## src/rtl/cload_pkg.sv

```systemverilog
package cload_pkg;
    localparam int SIG_W  = 64;
    localparam int GRD_W  = 2;
    localparam int EXP_W  = 15;
    localparam int OPC_W  = 8;
    localparam int RC_W   = 2;
    localparam int NCONST = 7;
    localparam int WIDE_W = SIG_W + GRD_W;
    localparam int FP_W   = 1 + EXP_W + SIG_W;
    localparam logic [OPC_W-1:0] BASE_OPC = 8'hE8;

    typedef enum logic [RC_W-1:0] {
        RC_NEAR = 2'b00,
        RC_DOWN = 2'b01,
        RC_UP   = 2'b10,
        RC_ZERO = 2'b11
    } rc_e;

    typedef struct packed {
        logic [FP_W-1:0] result;
        logic            done;
        logic            push;
        logic            c1;
        logic            fault;
    } out_s;
endpackage

```

## src/rtl/cload_rom.sv

```systemverilog
module cload_rom
    import cload_pkg::*;
(
    input  logic [OPC_W-1:0]  opcode_i,
    output logic              valid_o,
    output logic [EXP_W-1:0]  exp_o,
    output logic [WIDE_W-1:0] wide_o
);
    logic [OPC_W-1:0] offs;

    always_comb begin
        offs    = opcode_i - BASE_OPC;
        valid_o = (opcode_i >= BASE_OPC) && (offs < OPC_W'(NCONST));
        exp_o   = '0;
        wide_o  = '0;
        if (valid_o) begin
            case (offs[2:0])
                3'd0: begin exp_o = 15'h3FFF; wide_o = {64'h8000000000000000, 2'b00}; end
                3'd1: begin exp_o = 15'h4000; wide_o = {64'hD49A784BCD1B8AFE, 2'b01}; end
                3'd2: begin exp_o = 15'h3FFF; wide_o = {64'hB8AA3B295C17F0BB, 2'b10}; end
                3'd3: begin exp_o = 15'h4000; wide_o = {64'hC90FDAA22168C234, 2'b11}; end
                3'd4: begin exp_o = 15'h3FFD; wide_o = {64'h9A209A84FBCFF798, 2'b11}; end
                3'd5: begin exp_o = 15'h3FFE; wide_o = {64'hB17217F7D1CF79AB, 2'b11}; end
                default: begin exp_o = '0; wide_o = '0; end
            endcase
        end
    end
endmodule

```

## src/rtl/cload_round.sv

```systemverilog
module cload_round
    import cload_pkg::*;
(
    input  logic [WIDE_W-1:0] wide_i,
    input  logic [RC_W-1:0]   rc_i,
    output logic [SIG_W-1:0]  sig_o,
    output logic              carry_o
);
    logic lsb, guard, sticky, inc;

    always_comb begin
        lsb    = wide_i[GRD_W];
        guard  = wide_i[GRD_W-1];
        sticky = |wide_i[GRD_W-2:0];
        case (rc_e'(rc_i))
            RC_NEAR: inc = guard & (sticky | lsb);
            RC_UP:   inc = guard | sticky;
            default: inc = 1'b0;
        endcase
        {carry_o, sig_o} = {1'b0, wide_i[WIDE_W-1:GRD_W]} + (SIG_W+1)'(inc);
    end
endmodule

```

## src/rtl/cload_top.sv

```systemverilog
module cload_top
    import cload_pkg::*;
(
    input  logic              clk,
    input  logic              rst_n,
    input  logic              start_i,
    input  logic [7:0]        opcode_i,
    input  logic [1:0]        rc_i,
    input  logic              dest_full_i,
    output logic [79:0]       result_o,
    output logic              done_o,
    output logic              push_o,
    output logic              c1_o,
    output logic              stack_fault_o
);
    logic              rom_valid;
    logic [EXP_W-1:0]  rom_exp;
    logic [WIDE_W-1:0] rom_wide;
    logic [SIG_W-1:0]  rnd_sig;
    logic              rnd_carry;
    logic [EXP_W-1:0]  fin_exp;
    logic [SIG_W-1:0]  fin_sig;
    out_s              st_d, st_q;

    cload_rom rom_i (
        .opcode_i (opcode_i),
        .valid_o  (rom_valid),
        .exp_o    (rom_exp),
        .wide_o   (rom_wide)
    );

    cload_round rnd_i (
        .wide_i  (rom_wide),
        .rc_i    (rc_i),
        .sig_o   (rnd_sig),
        .carry_o (rnd_carry)
    );

    always_comb begin
        fin_exp = rnd_carry ? rom_exp + EXP_W'(1) : rom_exp;
        fin_sig = rnd_carry ? {1'b1, {(SIG_W-1){1'b0}}} : rnd_sig;

        st_d      = st_q;
        st_d.done = 1'b0;
        st_d.push = 1'b0;
        if (start_i) begin
            st_d.done = 1'b1;
            if (rom_valid) begin
                st_d.result = {1'b0, fin_exp, fin_sig};
                st_d.push   = !dest_full_i;
                st_d.c1     = dest_full_i;
                st_d.fault  = dest_full_i;
            end else begin
                st_d.result = '0;
                st_d.c1     = 1'b0;
                st_d.fault  = 1'b0;
            end
        end
    end

    always_ff @(posedge clk or negedge rst_n) begin
        if (!rst_n) st_q <= '0;
        else        st_q <= st_d;
    end

    assign result_o      = st_q.result;
    assign done_o        = st_q.done;
    assign push_o        = st_q.push;
    assign c1_o          = st_q.c1;
    assign stack_fault_o = st_q.fault;
endmodule

```

## config.mk

```make
export PLATFORM = sky130hd
export DESIGN_NAME = cload_top
export DESIGN_NICKNAME = d
export VERILOG_FILES = /design/src/rtl/cload_pkg.sv /design/src/rtl/cload_rom.sv /design/src/rtl/cload_round.sv /design/src/rtl/cload_top.sv
export SDC_FILE = /design/constraint.sdc
export NUM_CORES = 1
export LEC_CHECK = 0
export ABC_AREA = 1
export BUFFER_PORTS_ARGS = -buffer_cell sky130_fd_sc_hd__buf_2
export CAP_MARGIN = 0
export CORE_ASPECT_RATIO = 0.8
export CORE_UTILIZATION = 40
export CTS_CLUSTER_SIZE = 40
export DETAILED_ROUTE_END_ITERATION = 7
export PLACE_DENSITY = 0.65
export SYNTH_ARGS = -nofsm -noshare
export SYNTH_HDL_FRONTEND = slang
export SYNTH_SLANG_ARGS = --single-unit
```

## constraint.sdc

```tcl
create_clock -name clk -period 0.8 [get_ports clk]
set_clock_uncertainty 0.15 [all_clocks]
set_input_delay 0.04 -clock clk [delete_from_list [all_inputs] [get_ports clk]]
set_output_delay 0.04 -clock clk [all_outputs]
set_load 0.01 [all_outputs]
```

---- Yosys cells after proc, flatten, opt, wreduce, memory -nomap -nowiden ----
Cells that the tools add are included.
Widths: inputs -> output; s select.
word-level totals
  output and inout port bits .............. 84
  word-level logic and storage cells ...... 36
  input port bits ......................... 14
  register bits after elaboration ......... 83
operators by class
  eq/ne operators ......................... 6
  multiplexer cells ....................... 11
  $add $sub $neg .......................... 3
  bitwise operators ....................... 3
  reduce and logical (&&, ||, !) cells .... 6
  magnitude comparators ................... 2
operators by type and width
  cell                   number
  $pmux 66 s6            1
  $mux 79                1
  $mux 66                1
  $add 64x1->65          1
  $mux 64                1
  $pmux 15 s4            1
  $mux 15                2
  $add 15x1->15 const B  1
  $ge 8x8->1 const B     1
  $lt 8x3->1 const B     1
  $sub 8x8->8 const B    1
  $eq 3x2->1 const B     2
  $eq 3x3->1 const B     2
  $mux 4                 1
  $reduce_or 2->1        2
  $eq 3x1->1 const B     1
  $logic_not 3->1        1
  $eq 2x2->1 const B     1
  $logic_not 2->1        1
  $mux 2                 1
  $or 1x1->1             2
  $pmux 1 s2             1
  $and 1x1->1            1
  $logic_and 1x1->1      1
  2 further kinds        2

---- Longest topological paths before layout ----
  depth after elaboration ................. 10
  gate-level depth with buffers ........... 15
  mapped depth without buffers ............ 15

---- By module ----
A second synthesis with hierarchy kept.
second synthesis, totals
  cells, all modules ...................... 919
  area total of the unflattened synthesis .. 6422.4 µm²
modules (own cells, without submodules)
  module       cells an instance  area each (µm²)  sequential area each (µm²)  times used
  cload_top    301                3458.3           2052.0                      1
  cload_round  460                2115.8           0.0                         1
  cload_rom    158                848.3            0.0                         1

---- Least setup slack after synthesis ----
OpenSTA, ideal clock, no wires.
  path type ............................... input port to flip-flop
  start ................................... input port opcode_i[3]
  end ..................................... register st_q, in the netlist result_o[8]
  data arrival time ....................... 1545 ps
  stages .................................. 14
  buffers on the path ..................... 0
  required time ........................... 584 ps
  setup slack ............................. -961 ps
  cell sequence ........................... inv_1 ha_1 nand2_1 inv_1 nand2_1 nor2_4 nand2_2 a211oi_1 ha_1 ha_1 nand4_1 nand2_1 nand2_1 nand2_1
on the way
  longest elaborated chain between the ends .. 10
  elaborated cells between the ends (all ways) .. 12
  those cells by class .................... 2 x add/sub; 2 x order compare; 4 x mux; 3 x bitwise; 1 x reduce/logical
RTL lines
  element                line               text
  start, declared        cload_top.sv:7     input logic [7:0] opcode_i,
  $sub 8x8->8            cload_rom.sv:12    offs = opcode_i - BASE_OPC;
  $lt 8x3->1             cload_rom.sv:13    valid_o = (opcode_i >= BASE_OPC) && (offs < OPC_W'(NCONST));
  $logic_and 1x1->1 (*)  cload_rom.sv:13
  $mux 66                cload_rom.sv:16    if (valid_o) begin
  $or 1x1->1             cload_round.sv:16  RC_NEAR: inc = guard & (sticky | lsb);
  $and 1x1->1            cload_round.sv:16
  $pmux 1 s2             cload_round.sv:15  case (rc_e'(rc_i))
  $add 64x1->65          cload_round.sv:20  {carry_o, sig_o} = {1'b0, wide_i[WIDE_W-1:GRD_W]} + (SIG_W+1)'(inc);
  $mux 64                cload_top.sv:41    fin_sig = rnd_carry ? {1'b1, {(SIG_W-1){1'b0}}} : rnd_sig;
  $mux 79 (*)            cload_top.sv:48    if (rom_valid) begin
  end signal, assigned   cload_top.sv:63    else st_q <= st_d;
  end, declared          cload_top.sv:23    out_s st_d, st_q;
Mark *: on every way between the ends. The rest lies on a longest branch, timed or not.
A chain may end at the register's enable or synchronous reset.

---- Worst setup path in the final report ----
  start ................................... input port opcode_i[4]
  end ..................................... register st_q, in the netlist result_o[4]
Same word-level chain as after synthesis.

==> impl_metrics.json <==
{
  "status": "finished with violations",
  "failed_checks": "negative hold slack, negative setup slack",
  "gp_congestion": 0.865,
  "drc_errors": 0,
  "synth_adder_area_share_pct": 1.22,
  "peakVddDrop_mv": 0.920,
  "finalHoldViolCount": 13,
  "grt_first_pass_wirelength_mm": 12.2,
  "slowest_stage": "ha_4",
  "top_level_ports": 98,
  "synth_mux_area_share_pct": 0,
  "period_minus_slack_ns": 1.44,
  "clk_latency_ns": 0.34,
  "crit_type": "input port to flip-flop",
  "synth_fp_nets": 364,
  "fin_nets": 553,
  "yosysWarnings": 0,
  "dpl.hpwl_mm": 5.28,
  "post-route-util_pct": 67.3,
  "post_dp_cell_area_sq_um": 4080,
  "yosysTopAreaCellShare_pct": 60.9,
  "grt_pass1_vias": 2617,
  "synth-seq-area-share_pct": 60.9,
  "min_period_over_period_pct": 180,
  "hold_path_class": "input port to flip-flop",
  "via_count": 2803,
  "r2r-start": "result_o[6]",
  "vias_per_cell": 4.35,
  "antenna_found_initial": 0,
  "setup_violations": 157,
  "cts_sinks": 75,
  "maxCapViolCount": 0,
  "grt_max_degree": 42,
  "syn_inst": 347,
  "dr.pass1.iters": 4,
  "die_w_microns": 100,
  "path_delay_family": "adder cells",
  "crit_path_max_incr_delay_ns": 0.25,
  "area_delta_synth_final_pct": 62.2,
  "tritoncts": "built",
  "setup-tns-final_ns": -48.50,
  "hold_slack_ns": -0.166,
  "die_area_sq_um": 8060,
  "clk_path_buf_depth": 2,
  "ys_ff_latch": 75,
  "drv_slew": 0,
  "synthSimpleGateAreaFrac_pct": 27.4,
  "synth_xor_area_share_pct": 0,
  "power.density_nw_per_um2": 1550,
  "register_area_sq_um": 1880,
  "crit_buf_inv": 3,
  "cts_hold_buf": 2,
  "timing.final.ws_setup_ns": -0.642,
  "synth_top_family_by_area": "simple AND/OR/NAND/NOR gates",
  "synth_area_leader_cell": "dfrtp_1",
  "synth.avg_cell_area_sq_um": 8.88,
  "rows": 28,
  "die_h_microns": 80.5,
  "r2r_cells": 4,
  "worstPathRequired_ns": 0.89,
  "hold_end": "result_o[56]",
  "core_area_sq_um": 7430,
  "whs_path_depth": 3,
  "arrival_ns": 1.53,
  "drive_gt1_share_pct": 50.9,
  "cp_max_fo": 4,
  "wirelength_mm": 7.75,
  "synth_area_sq_um": 3080,
  "htree_levels": 3,
  "reg2reg_slack_ns": -0.24,
  "multi_input_area_sq_um": 1210,
  "rr_endpoint": "result_o[6]",
  "grt_setup_unrepaired": "true",
  "netlist-cell-type-count": 25,
  "final_cells": 645,
  "antenna_cells": 0,
  "wl_per_cell_microns": 12.0,
  "fillCellCount": 623,
  "ys_top_cells_by_area": "dfrtp_1 (61%), nand2_1 (20%), buf_4 (3.2%), inv_1 (1.9%), nor2_1 (1.7%)",
  "port_buffers": 96,
  "cts_root_buf": "clkbuf_8",
  "final_area_sq_um": 5000,
  "achievable-frequency_mhz": 693,
  "cp-start-kind": "input port",
  "p_total_mw": 7.74,
  "grt_use_total_pct": 20.0,
  "synth-compound-area-share_pct": 3.00,
  "end_kind": "flip-flop",
  "numPlacedInstances": 570,
  "path_clk_slew_ns": 0.07,
  "hp-start": "opcode_i[0]",
  "gr-total-overflow": 0,
  "first_iter_violations": 105,
  "cts_buffers": 9,
  "p_leak_nw": 3.13,
  "ant_nets": 0,
  "path_cells": "buf_8, inv_8, ha_4, nand2_2, inv_2, nand2_2, nor2_4, nand2_4, a211oi_2, ha_2, ha_4, nand4_1, nand2_1, nand2_1",
  "dp_worst_setup_slack_ns": -1.07,
  "start_util_pct": 41.5
}
registers in the layout, summed over array words and instances (netlist names):
signal,cells
push_o,1
result_o,72
done_o,1
c1_o,1
worst max path at each step:
stage | start | to | slack [ns] | depth (start not counted)
finish | opcode_i[4] | result_o[4] | -0.64 | 14
detailed placement | opcode_i[4] | result_o[4] | -1.07 | 14
global placement | opcode_i[4] | result_o[4] | -1.05 | 14
CTS | opcode_i[4] | result_o[8] | -0.62 | 15
global route | opcode_i[3] | result_o[4] | -0.72 | 14
floorplan | opcode_i[4] | result_o[4] | -0.85 | 13
per-layer routing:
layer	track usage, %	routed length, microns	vias to the layer above
met5	0	0	-
met4	5.36	69	0
met3	7.57	462	8
met2	31.2	3620	75
met1	26.3	3600	1287
li1	-	-	1433
synthesized netlist by cell type:
master and number:
a211oi_1 1, a21oi_1 3, buf_1 1, buf_2 1
buf_4 13, buf_6 1, clkbuf_1 7, conb_1 1
dfrtp_1 75, ha_1 3, inv_1 16, inv_2 6
nand2_1 168, nand2_2 4, nand3_1 9, nand3_2 1
nand4_1 2, nand4_2 1, nor2_1 14, nor2_2 4
nor2_4 2, nor3_2 1, o211ai_1 2, o21ai_0 5
o21ai_1 6
power by group:
group / leakage, nW / switching, mW / internal, mW / total (mW)
clock network: 0.110 / 1.36 / 1.83 / 3.20
logic: 1.97 / 0.393 / 0.312 / 0.705
registers: 1.04 / 0.0170 / 3.82 / 3.84
layout by cell type, fill, tap and decap left out, types with 2 or more instances in the layout:
| cell type | n |
|---|---|
| a21oi_1 | 2 |
| buf_12 | 7 |
| buf_2 | 85 |
| buf_4 | 91 |
| buf_6 | 13 |
| buf_8 | 3 |
| bufinv_16 | 2 |
| clkbuf_8 | 10 |
| dfrtp_1 | 75 |
| dlygate4sd3_1 | 2 |
| ha_4 | 2 |
| inv_1 | 11 |
| inv_2 | 8 |
| inv_6 | 2 |
| nand2_1 | 145 |
| nand2_2 | 18 |
| nand2_4 | 8 |
| nand3_1 | 5 |
| nand3_2 | 3 |
| nand3_4 | 2 |
| nand4_1 | 2 |
| nor2_1 | 11 |
| nor2_2 | 3 |
| nor2_4 | 6 |
| o211ai_1 | 2 |
| o21ai_1 | 7 |
| o21ai_2 | 3 |
kinds of logic (layout without fill, tap and decap cells):
logic type | after synthesis | after routing
AO/OA/AOI/OAI | 17 | 17
flip-flops | 75 | 75
adder cells (fa/ha/maj) | 3 | 3
AND/OR/NAND/NOR | 206 | 206
buffers and inverters | 45 | 238
other | 1 | 1
worst register-to-register path: cells and delay by family, from the launching register on:
| family | cells | cell delay (ns) |
|---|---|---|
| and+or+nand+nor | 1 | 0.07 |
| buffers and inverters | 2 | 0.26 |
| DFF | 1 | 0.40 |
| AOI/OAI and AO/OA | 1 | 0.05 |
repair_timing:
action / 4_1_cts / 5_1_grt
hold endpoints to repair: 85 / 13
pin swaps: 3 / 5
buffers inserted: 33 / 26
resized for setup: 40 / 26
setup endpoints to repair: 157 / 157
area by class of cell:
cell class                      count  share of cell area, %
Clock buffer                       11                   2.83
Clock inverter                      4                   1.48
Inverter                           22                   2.15
Multi-Input combinational cell    227                   24.2
Sequential cell                    75                   37.5
Tap cell                          105                   2.63
Timing Repair Buffer              201                   29.2
(Power assumes the default switching activity.)
